**src/rtl/mopseq_pkg.sv**
```systemverilog
package mopseq_pkg;

  localparam int OPC_W  = 3;
  localparam int STEP_W = 2;

  localparam logic [OPC_W-1:0] OPC_ADD = 3'b000;
  localparam logic [OPC_W-1:0] OPC_ISZ = 3'b001;
  localparam logic [OPC_W-1:0] OPC_BSA = 3'b010;

  typedef enum logic [1:0] {
    CY_FETCH = 2'd0,
    CY_IND   = 2'd1,
    CY_EXEC  = 2'd2,
    CY_INT   = 2'd3
  } cyc_e;

  typedef enum logic [1:0] {MAR_HOLD, MAR_PC, MAR_IR, MAR_SAVE} mar_sel_e;
  typedef enum logic [1:0] {MBR_HOLD, MBR_MEM, MBR_PC, MBR_INC} mbr_sel_e;
  typedef enum logic [2:0] {PC_HOLD, PC_INC, PC_IR, PC_ISR, PC_SKIPZ} pc_sel_e;

  typedef struct packed {
    mar_sel_e mar;
    mbr_sel_e mbr;
    pc_sel_e  pc;
    logic     ir_all;
    logic     ir_addr;
    logic     acc_add;
    logic     rd;
    logic     wr;
  } uop_t;

endpackage

```
**src/rtl/mopseq_seq.sv**
```systemverilog
module mopseq_seq
  import mopseq_pkg::*;
(
  input  logic                    clk,
  input  logic                    rst,
  input  logic [OPC_W-1:0]        opc,
  input  logic                    ind_flag,
  input  logic                    irq,
  input  logic                    int_arm,
  output uop_t                    uop,
  output cyc_e                    cyc_q,
  output logic [STEP_W-1:0]       step_q
);

  localparam logic [STEP_W-1:0] STEP_ONE = 1;

  cyc_e              nxt_cyc;
  logic [STEP_W-1:0] nxt_step;
  logic              exec_done;
  logic              go_int;
  logic              ie_q;

  always_comb begin
    uop       = '0;
    nxt_cyc   = cyc_q;
    nxt_step  = step_q + STEP_ONE;
    exec_done = 1'b0;
    go_int    = 1'b0;
    unique case (cyc_q)
      CY_FETCH: begin
        case (step_q)
          2'd0: begin uop.mar = MAR_PC; uop.rd = 1'b1; end
          2'd1: begin uop.mbr = MBR_MEM; uop.pc = PC_INC; end
          default: begin
            uop.ir_all = 1'b1;
            nxt_step   = '0;
            nxt_cyc    = ind_flag ? CY_IND : CY_EXEC;
          end
        endcase
      end
      CY_IND: begin
        case (step_q)
          2'd0: begin uop.mar = MAR_IR; uop.rd = 1'b1; end
          2'd1: uop.mbr = MBR_MEM;
          default: begin
            uop.ir_addr = 1'b1;
            nxt_step    = '0;
            nxt_cyc     = CY_EXEC;
          end
        endcase
      end
      CY_EXEC: begin
        case (opc)
          OPC_ADD: begin
            case (step_q)
              2'd0: begin uop.mar = MAR_IR; uop.rd = 1'b1; end
              2'd1: uop.mbr = MBR_MEM;
              default: begin uop.acc_add = 1'b1; exec_done = 1'b1; end
            endcase
          end
          OPC_ISZ: begin
            case (step_q)
              2'd0: begin uop.mar = MAR_IR; uop.rd = 1'b1; end
              2'd1: uop.mbr = MBR_MEM;
              2'd2: uop.mbr = MBR_INC;
              default: begin uop.wr = 1'b1; uop.pc = PC_SKIPZ; exec_done = 1'b1; end
            endcase
          end
          OPC_BSA: begin
            case (step_q)
              2'd0: begin uop.mar = MAR_IR; uop.mbr = MBR_PC; end
              2'd1: begin uop.pc = PC_IR; uop.wr = 1'b1; end
              default: begin uop.pc = PC_INC; exec_done = 1'b1; end
            endcase
          end
          default: exec_done = 1'b1;
        endcase
      end
      CY_INT: begin
        case (step_q)
          2'd0: uop.mbr = MBR_PC;
          2'd1: begin uop.mar = MAR_SAVE; uop.pc = PC_ISR; end
          default: begin
            uop.wr   = 1'b1;
            nxt_step = '0;
            nxt_cyc  = CY_FETCH;
          end
        endcase
      end
      default: ;
    endcase
    if (exec_done) begin
      nxt_step = '0;
      if (irq && ie_q) begin
        nxt_cyc = CY_INT;
        go_int  = 1'b1;
      end else begin
        nxt_cyc = CY_FETCH;
      end
    end
  end

  always_ff @(posedge clk) begin
    if (rst) begin
      cyc_q  <= CY_FETCH;
      step_q <= '0;
      ie_q   <= 1'b0;
    end else begin
      cyc_q  <= nxt_cyc;
      step_q <= nxt_step;
      if (go_int)       ie_q <= 1'b0;
      else if (int_arm) ie_q <= 1'b1;
    end
  end

endmodule

```
**src/rtl/mopseq_dp.sv**
```systemverilog
module mopseq_dp
  import mopseq_pkg::*;
#(
  parameter int             AW        = 12,
  parameter int             DW        = 16,
  parameter logic [AW-1:0]  SAVE_ADDR = 'hF00,
  parameter logic [AW-1:0]  ISR_ADDR  = 'hF01
) (
  input  logic              clk,
  input  logic              rst,
  input  uop_t              uop,
  input  logic [DW-1:0]     mem_rdata,
  output logic [AW-1:0]     mem_addr,
  output logic [DW-1:0]     mem_wdata,
  output logic [AW-1:0]     pc_q,
  output logic [DW-1:0]     acc_q,
  output logic [OPC_W-1:0]  opc_q,
  output logic              ind_flag
);

  localparam int            IND_BIT = DW - OPC_W - 1;
  localparam logic [AW-1:0] PC_ONE  = 1;
  localparam logic [DW-1:0] DW_ONE  = 1;

  logic [AW-1:0] mar_q;
  logic [AW-1:0] mar_nxt;
  logic [DW-1:0] mbr_q;
  logic [AW-1:0] ira_q;

  always_comb begin
    unique case (uop.mar)
      MAR_PC:   mar_nxt = pc_q;
      MAR_IR:   mar_nxt = ira_q;
      MAR_SAVE: mar_nxt = SAVE_ADDR;
      default:  mar_nxt = mar_q;
    endcase
  end

  assign mem_addr  = (uop.mar != MAR_HOLD) ? mar_nxt : mar_q;
  assign mem_wdata = mbr_q;
  assign ind_flag  = mbr_q[IND_BIT];

  always_ff @(posedge clk) begin
    if (rst) begin
      mar_q <= '0;
      mbr_q <= '0;
      pc_q  <= '0;
      acc_q <= '0;
      opc_q <= '0;
      ira_q <= '0;
    end else begin
      if (uop.mar != MAR_HOLD) mar_q <= mar_nxt;
      case (uop.mbr)
        MBR_MEM: mbr_q <= mem_rdata;
        MBR_PC:  mbr_q <= {{(DW-AW){1'b0}}, pc_q};
        MBR_INC: mbr_q <= mbr_q + DW_ONE;
        default: ;
      endcase
      case (uop.pc)
        PC_INC:   pc_q <= pc_q + PC_ONE;
        PC_IR:    pc_q <= ira_q;
        PC_ISR:   pc_q <= ISR_ADDR;
        PC_SKIPZ: if (mbr_q == '0) pc_q <= pc_q + PC_ONE;
        default:  ;
      endcase
      if (uop.ir_all) begin
        opc_q <= mbr_q[DW-1 -: OPC_W];
        ira_q <= mbr_q[AW-1:0];
      end else if (uop.ir_addr) begin
        ira_q <= mbr_q[AW-1:0];
      end
      if (uop.acc_add) acc_q <= acc_q + mbr_q;
    end
  end

endmodule

```
**src/rtl/mopseq_core.sv**
```systemverilog
module mopseq_core
  import mopseq_pkg::*;
#(
  parameter int             AW        = 12,
  parameter int             DW        = 16,
  parameter logic [AW-1:0]  SAVE_ADDR = 'hF00,
  parameter logic [AW-1:0]  ISR_ADDR  = 'hF01
) (
  input  logic              clk,
  input  logic              rst,
  input  logic              irq,
  input  logic              int_arm,
  input  logic [DW-1:0]     mem_rdata,
  output logic [AW-1:0]     mem_addr,
  output logic              mem_rd,
  output logic              mem_wr,
  output logic [DW-1:0]     mem_wdata,
  output logic [AW-1:0]     pc_out,
  output logic [DW-1:0]     acc_out,
  output logic [1:0]        dbg_cycle,
  output logic [STEP_W-1:0] dbg_step
);

  uop_t              uop;
  cyc_e              cyc_q;
  logic [STEP_W-1:0] step_q;
  logic [OPC_W-1:0]  opc_q;
  logic              ind_flag;

  mopseq_seq u_seq (
    .clk      (clk),
    .rst      (rst),
    .opc      (opc_q),
    .ind_flag (ind_flag),
    .irq      (irq),
    .int_arm  (int_arm),
    .uop      (uop),
    .cyc_q    (cyc_q),
    .step_q   (step_q)
  );

  mopseq_dp #(
    .AW        (AW),
    .DW        (DW),
    .SAVE_ADDR (SAVE_ADDR),
    .ISR_ADDR  (ISR_ADDR)
  ) u_dp (
    .clk       (clk),
    .rst       (rst),
    .uop       (uop),
    .mem_rdata (mem_rdata),
    .mem_addr  (mem_addr),
    .mem_wdata (mem_wdata),
    .pc_q      (pc_out),
    .acc_q     (acc_out),
    .opc_q     (opc_q),
    .ind_flag  (ind_flag)
  );

  assign mem_rd    = uop.rd & ~rst;
  assign mem_wr    = uop.wr & ~rst;
  assign dbg_cycle = cyc_q;
  assign dbg_step  = step_q;

endmodule

```
**config.mk**
```make
export PLATFORM = sky130hd
export DESIGN_NAME = mopseq_core
export DESIGN_NICKNAME = d
export VERILOG_FILES = /design/src/rtl/mopseq_pkg.sv /design/src/rtl/mopseq_seq.sv /design/src/rtl/mopseq_dp.sv /design/src/rtl/mopseq_core.sv
export SDC_FILE = /design/constraint.sdc
export NUM_CORES = 1
export LEC_CHECK = 0
export CORE_UTILIZATION = 54
export DETAILED_ROUTE_END_ITERATION = 7
export PLACE_DENSITY = 0.81
export SLEW_MARGIN = 5
export SYNTH_ARGS = -nofsm -noshare
export SYNTH_HDL_FRONTEND = slang
export SYNTH_SLANG_ARGS = --single-unit
```
**constraint.sdc**
```tcl
create_clock -name clk -period 2.56 [get_ports clk]
set_clock_uncertainty 0.05 [all_clocks]
set_input_delay 0.256 -clock clk [delete_from_list [all_inputs] [get_ports clk]]
set_output_delay 0.256 -clock clk [all_outputs]
set_load 0.03 [all_outputs]
```
# After elaboration in Yosys (flattened, before gate mapping)
# Cells that the tools add are included.
# word_totals
ff_bits	76
wordCells	103
# op_classes
n_addsub	4
eq_ne	21
muxes	46
n_bitwise	3
reduce_logical	20
# ops
op	n
$mux W12	4
$pmux W12 S4	1
$pmux W16 S3	1
$pmux W12 S3	1
$mux W2	11
$add A16 B1 Y16 const B	1
$add A16 B16 Y16	1
$logic_not A16 Y1	1
$pmux W4 S4	1
$eq A2 B2 Y1 const B	7
$mux W1	14
$add A12 B1 Y12 const B	1
$pmux W4 S3	1
$reduce_or A2 Y1	6
$eq A3 B2 Y1 const B	3
$ne A3 B2 Y1 const B	3
$pmux W3 S3	1
$eq A2 B1 Y1 const B	4
$mux W4	2
$pmux W1 S2	4
$pmux W2 S2	2
$reduce_bool A4 Y1	2
$eq A3 B1 Y1 const B	2
$pmux W2 S3	1
15 further kinds	19

# Depth between registers and ports, before layout
# Gate-level depths: netlist of run 1.
# logic_depth
ltp_word	8
ltp_mapped	10

# By module
# From an unflattened synthesis of run 1, not the netlist that was laid out.
# unflattened
hier_cells	631
hier_area_um2	5019.8
# by_module_without_submodules
module	instances	cells_each	area_each_um2	seq_area_each_um2
mopseq_dp	1	550	4395.5	1421.4
mopseq_seq	1	79	611.8	100.1
mopseq_core	1	2	12.5	0.0

# Least setup slack after synthesis of run 1
# No wires, ideal clock.
# synth_timing
kind	flip-flop to flip-flop
startpoint	register u_seq.step_q[0]
endpoint	register u_dp.mar_q[0]
setup_ps	67
arrival_ps	2551
t_required_ps	2443
setup_slack_ps	-108
stages_incl_launch_ff	9
n_path_buf	2
path_cell_list	dfxtp_1 inv_1 ha_1 clkbuf_1 nor3b_2 or2_0 clkbuf_1 o21ai_0 nor2b_1
# synth_between
elab_chain_cells	7
# synth_rtl
item	line	source
start: declaration	mopseq_seq.sv:12	output logic [STEP_W-1:0] step_q
start signal: assignment	mopseq_seq.sv:110	step_q <= nxt_step;
$logic_not A2 Y1	-	
$mux W4 or $mux W2 (tied branches)	-	
$pmux W4 S3	mopseq_seq.sv:53	case (opc)
$pmux W4 S4 *	mopseq_seq.sv:29	unique case (cyc_q)
$eq A2 B2 Y1 or $eq A2 B1 Y1 (tied branches)	mopseq_dp.sv:31	unique case (uop.mar)
$pmux W12 S3	mopseq_dp.sv:31	
$mux W12 *	-	
net mem_addr[0]	mopseq_core.sv:14	output logic [AW-1:0] mem_addr,
end signal: assignment	mopseq_dp.sv:52	if (uop.mar != MAR_HOLD) mar_q <= mar_nxt;
end: declaration	mopseq_dp.sv:25	logic [AW-1:0] mar_q;
# Mark *: on every way through the listed nets, which the timed path passes. The rest lies on a longest branch.
# A chain may end at the register's enable or synchronous reset.

# Final worst setup path of run 1
# layout_timing
startpoint	register u_seq.cyc_q[1]
endpoint	output mem_addr[7]
# layout_between
elab_chain_cells	5
# layout_rtl
item	line	source
start: declaration	mopseq_seq.sv:11	output cyc_e cyc_q,
start signal: assignment	mopseq_seq.sv:109	cyc_q <= nxt_cyc;
$eq A2 B2 Y1 (tied with other cells)	mopseq_seq.sv:29	
$pmux W4 S4 *	mopseq_seq.sv:29	
$eq A2 B2 Y1 or $eq A2 B1 Y1 (tied branches)	mopseq_dp.sv:31	
$pmux W12 S3	mopseq_dp.sv:31	
$mux W12 *	-	
end: declaration	mopseq_core.sv:14	
# Mark *: on every way between the ends. The rest lies on a longest branch, timed or not.

==> summary.txt, run 1 <==
Run status
  – Status: finished clean

Yosys
  – Adder-Cell Fraction of Synth Area: 6.39%
  – Top post-synthesis cells by area: dfxtp_1 (32%), nand2_1 (7.9%), a21oi_1 (6.9%), ha_1 (6.0%), nor2_1 (3.2%)
  – Synth Area in Simple Gates: 25.0%
  – Synth unique cells: 66
  – Syn. warnings: 0
  – Synth Area in Compound Gates: 27.0%
  – Post-synthesis mux area share: 2.99%
  – Register area share after synthesis: 31.6%
  – Post-Syn Area: 4820 um^2
  – Main synth FF type: dfxtp_1
  – Post-synth EDFFs: 0
  – Synth area leader: dfxtp_1
  – Synth Net Count: 657
  – Share of the synthesized area in the top cell type: 31.6%
  – Largest family of logic cells by synthesized area: compound AO/OA/AOI/OAI gates
  – Post-synthesis xor/xnor area fraction: 2.18%
  – Post-synth ARST share: 0%
  – Syn_area_per_cell: 7.86 um^2
  – Synthesized instance count: 613
  – Yosys reg bits: 76

Routing
  – Post-Route WL: 14.3 mm
  – Met3 routed WL: 1.03 mm
  – Initial DRC Count: 396
  – Top routing layer in use: met4
  – WL met1: 6.18 mm
  – Drt drc: 0
  – DR pass1 iterations: 6
  – Antenna-violating nets left: 0
  – Vias: 5,088
  – Met2 Wirelength: 6.84 mm
  – Routed wire per std cell: 17.5 um
  – Vias per Instance: 6.22

Setup path
  – Critical Path Fanout Max: 13
  – Req. time, crit path: 2.25 ns
  – Critical path arrival: 2.20 ns
  – Setup CP Type: reg2out
  – Crit-path max cell delay: 0.44 ns
  – Slowest-stage cell, CP: dfxtp_1
  – CP startpoint kind: register
  – CP Capture Type: primary output
  – FF-to-FF setup slack: 0.15 ns
  – Critical path, cell by cell: nand2b_1 -> a211oi_2 -> o21a_4 -> mux2i_1 -> o21ai_2 -> clkdlybuf4s15_2

Finish
  – ANT cells: 0
  – Commonest non-fill, non-tap cell in the layout: nand2_1
  – Most frequent cells in the layout: nand2_1 (102), dfxtp_1 (75), a21oi_1 (66), clkdlybuf4s50_1 (66), nor2_1 (40)
  – Post-route cell area: 6070 um^2
  – Layout fillers: 737
  – Share of cells above drive strength 1: 14.5%
  – Synth-to-Final Area Change: 26.0%
  – Post-layout nets: 749
  – Non-filler cells, final: 818

Power
  – Sw Pwr: 2.76 mW
  – Int Power: 3.01 mW
  – Switch share: 47.8%
  – Leakage: 2.27 nW
  – Power Density: 951 nW/um^2
  – Worst IR Drop VDD: 514 uV
  – Register share of total power: 28.9%
  – Tot Pwr: 5.77 mW
  – Logic pwr share: 55.6%
  – Clock Power Share: 15.5%

Min path
  – Hold Path Class: in2reg

Place
  – DP HPWL: 10.2 mm
  – Final Wtd Congestion: 0.940
  – Buffers added on ports: 81
  – Placed cell areas: 5830 um^2
  – Placed cells: 798
  – Post-Place Setup Slack: 0.0116 ns

Floorplanning
  – Core area: 8680 um^2
  – Die footprint: 9300 um^2
  – IO Pins: 82
  – Die height: 96.5 um
  – Starting Density: 55.5%
  – Row count: 34
  – Die X: 96.5 um

Clock network
  – CTS max path bufs: 2
  – CTS Buf Count: 9
  – Clock Latency Late Sink: 0.36 ns
  – Htree depth: 3
  – Clock slew at reported path FFs: 0.09 ns
  – # hold bufs at CTS: 0
  – CTS Sinks: 76
  – Root Buffer: clkbuf_8
  – TritonCTS clock tree: built

Global routing
  – Global-route wire length before repair: 22.9 mm
  – GRT Overall Usage: 31.6%
  – Largest net degree at the start of global routing: 82
  – Initial antenna violation count: 0
  – Vias in the first global route: 4,803
  – GR Overflow Total: 0

Timing
  – Fmax: 0.400 GHz
  – Max-slew violation count: 0
  – Final hold vios: 0
  – Clock period minus worst slack: 2.50 ns
  – Setup WS post-layout: 0.0576 ns
  – RSZ-0062 raised after global routing: yes
  – # setup viols final: 0
  – Slew HR: 37.5%
  – Ratio of final minimum period to clock period: 97.7%
  – Least-Margin Pin Slew: 0.938 ns

Flow run
  – Max Cap Viol: 0
[power groups by stage]
stage | clock network, mW | logic (mW) | registers [mW]
after floorplan | 0 | 1.75 | 1.93
after global placement | 0 | 2.98 | 1.67
after detailed placement | 0 | 3.05 | 1.68
after CTS | 0.899 | 3.11 | 1.65
after global routing | 0.953 | 3.47 | 1.69
final | 0.897 | 3.21 | 1.67
[per-stage QoR]
stage	hold slack, ns	util, %	TNS (ns)
global placement	0.404	67.2	0
CTS	0.111	69.7	0
detailed placement	0.410	67.2	0
finish	0.128	70.0	0
floorplan	0.357	-	0
global route	0.136	70.0	-0.0348
[state kept, by name (all words and copies together) (netlist names)]
name	flops
u_dp.acc_q	16
u_dp.ira_q	12
u_dp.mar_q	12
u_dp.mem_wdata	16
u_dp.opc_q	3
u_dp.pc_q	12
u_seq.cyc_q	2
u_seq.ie_q	1
u_seq.step_q	2
[path summary, 6_finish.rpt]
path,start,end,cells past startpoint
setup / recovery,u_seq.cyc_q[1],mem_addr[7],6
hold / removal,rst,u_seq.cyc_q[0],2
setup reg to reg,u_dp.acc_q[6],u_dp.acc_q[15],7
hold reg to reg,u_dp.mar_q[11],u_dp.mar_q[11],2
[worst max-delay path, delay by kind of cell (launching register included)]
family                 cells  cell delay [ns]
AO/OA/AOI/OAI              3             0.65
AND/OR/NAND/NOR            1             0.14
flip-flops                 1             0.44
multiplexers               1             0.31
buffers and inverters      1             0.29
[synthesized netlist by cell type, drive strengths merged (11+ instances only)]
cell and number:
ha 23, clkbuf 24, inv 11, mux2i 11, buf 15, nor2 41
nand3 16, o21ai 40, nor3 19, a21oi 67, nand2 103, nor2b 15
a211oi 18, dfxtp 76
[kinds of logic after synthesis]
logic type / after synthesis
buf+inv: 50
compound gates: 190
xor+xnor: 12
mux: 13
fa+ha+maj: 24
simple gates: 248
flops: 76
[area by class of cell]
cell class | instances | area, um^2 | area share [%]
clock buffers | 9 | 124 | 2.04
repair buffers | 120 | 1070 | 17.7
flip-flops and latches | 76 | 1520 | 25.1
clock inverters | 7 | 61.3 | 1.01
inverters | 11 | 41.3 | 0.680
multi-input cells | 487 | 3110 | 51.3
well taps | 108 | 135 | 2.23
[routing by layer]
metal  global-route usage [%]  vias up
met3                     4.69       33
met2                     52.6      236
met1                     41.5     2398
met4                     11.5        0
met5                        0        -
li1                         -     2421
[what timing repair did]
action,4_1_cts,5_1_grt
setup endpoints to repair,14,23
setup buffers,0,4
resized for setup,35,11
(Power assumes the default switching activity.)
==> inputs of run 2 (changes only) <==
--- a/config.mk
+++ b/config.mk
@@ -5,6 +5,7 @@
 export SDC_FILE = /design/constraint.sdc
 export NUM_CORES = 1
 export LEC_CHECK = 0
+export CORE_MARGIN = 3
 export CORE_UTILIZATION = 54
 export DETAILED_ROUTE_END_ITERATION = 7
 export PLACE_DENSITY = 0.81
==> summary.txt, run 2 (synthesis gave the netlist of run 1 again) <==
Routing
  – Drt drc: 0
  – Initial DRC Count: 410
  – Post-Route WL: 14.5 mm
  – Vias per Instance: 6.28
  – Vias: 5,083
  – Routed wire per std cell: 17.9 um
  – DR pass1 iterations: 5
  – Antenna-violating nets left: 0

Flow run
  – Max Cap Viol: 0

Setup path
  – CP Capture Type: primary output
  – FF-to-FF setup slack: 0.13 ns
  – Crit Reg-Reg Startpoint: u_dp.acc_q[0]
  – Reg-to-Reg End: u_dp.acc_q[12]
  – Setup CP Type: reg2out
  – Crit path buffers/inverters: 1
  – Slowest-stage cell, CP: dfxtp_1
  – Critical path arrival: 2.19 ns
  – Critical path's top delay family: compound AO/OA/AOI/OAI gates
  – Req. time, crit path: 2.25 ns
  – Crit-path max cell delay: 0.33 ns
  – Critical Path Fanout Max: 13
  – CP startpoint kind: register
  – Critical path, cell by cell: nand2b_1 -> a211oi_1 -> o21a_4 -> mux2i_1 -> o21ai_1 -> clkdlybuf4s15_2
  – Reg2reg path depth: 10

Finish
  – Post-route cell area: 6040 um^2
  – Share of cells above drive strength 1: 14.2%
  – ANT cells: 0
  – Final core occ: 71.8%
  – Most frequent cells in the layout: nand2_1 (102), dfxtp_1 (75), clkdlybuf4s50_1 (67), a21oi_1 (66), nor2_1 (40)
  – Post-layout nets: 743
  – Commonest non-fill, non-tap cell in the layout: nand2_1
  – Synth-to-Final Area Change: 25.4%
  – Non-filler cells, final: 809

Timing
  – # setup viols final: 0
  – Setup tns final: 0 ns
  – Slew HR: 38.7%
  – Setup WS post-layout: 0.0604 ns
  – Clock period minus worst slack: 2.50 ns
  – Final hold vios: 0
  – Ratio of final minimum period to clock period: 97.6%
  – Min Hold Slack: 0.123 ns
  – RSZ-0062 raised after global routing: yes
  – Least-Margin Pin Slew: 0.920 ns
  – Max-slew violation count: 0
  – Fmax: 0.400 GHz

Power
  – Leakage: 2.23 nW
  – Tot Pwr: 5.71 mW
  – Power Density: 944 nW/um^2
  – Worst IR Drop VDD: 507 uV

Clock network
  – Clock slew at reported path FFs: 0.09 ns
  – Root Buffer: clkbuf_8
  – Htree depth: 3
  – CTS max path bufs: 2
  – TritonCTS clock tree: built
  – Clock Latency Late Sink: 0.36 ns
  – CTS Sinks: 76
  – CTS Buf Count: 9
  – Post-CTS setup buffers: 0
  – # hold bufs at CTS: 0

Place
  – DP HPWL: 10.4 mm
  – Post-Place Setup Slack: 0.0250 ns
  – Final Wtd Congestion: 0.959
  – Placed cells: 793
  – Buffers added on ports: 81
  – Placed cell areas: 5810 um^2

Floorplanning
  – Die height: 100 um
  – Starting Density: 57.2%
  – Die X: 100 um
  – IO Pins: 82
  – Row count: 33
  – Core area: 8420 um^2
  – Die footprint: 10,100 um^2

Global routing
  – Vias in the first global route: 4,799
  – Initial antenna violation count: 0
  – GRT Overall Usage: 28.9%
  – GR Overflow Total: 0
  – Global-route wire length before repair: 23.8 mm
  – Largest net degree at the start of global routing: 82

Min path
  – Hold Path Class: in2reg
  – Sink of the worst hold path: u_seq.ie_q
  – Worst Hold Depth: 2
  – Hold Startpoint: rst

Run status
  – Status: finished clean
## run 2: timing repair
item,4_1_cts,5_1_grt
setup endpoints to repair,13,28
gates resized for setup,36,16
cloned,0,0
## run 2: worst reg2reg max path, cell delays in order (launching register included)
cell and delay [ns]:
dfxtp_1 0.37, ha_1 0.21, inv_1 0.07, fa_1 0.40, nor2b_2 0.16, o31a_1 0.19
o311ai_1 0.14, buf_4 0.17, a21oi_1 0.20, nor4b_1 0.08, a211o_1 0.30
## run 2: worst max path at each step
stage	to	cells past startpoint	start
2_1_floorplan	u_dp.acc_q[12]	9	u_dp.mem_wdata[0]
3_3_place_gp	mem_addr[7]	6	u_seq.cyc_q[0]
3_5_place_dp	mem_addr[3]	6	u_seq.step_q[1]
4_1_cts	mem_addr[9]	8	u_seq.step_q[0]
5_1_grt	mem_addr[0]	6	u_seq.cyc_q[0]
6_report	mem_addr[0]	6	u_seq.cyc_q[0]
## run 2: routing by layer
metal / vias to the layer above / share of wire [%] / GRT usage (%)
met5: - / 0 / 0
met1: 2424 / 42 / 38.0
met2: 233 / 49 / 48.5
met4: 0 / 2.0 / 9.74
met3: 25 / 7.3 / 4.50
li1: 2401 / - / -
## run 2: report_power, final
part | internal (mW) | switching [mW] | leakage [nW]
logic | 1.21 | 1.93 | 1.52
registers | 1.39 | 0.278 | 0.617
clock network | 0.369 | 0.532 | 0.0925
## run 2: cell type report
class | count | area [um^2]
Multi-Input combinational cell | 487 | 3110
Timing Repair Buffer | 114 | 1060
Clock buffer | 9 | 124
Clock inverter | 7 | 58.8
Inverter | 11 | 41.3
Sequential cell | 76 | 1520
Tap cell | 105 | 131
Fill cell | 685 | 2380
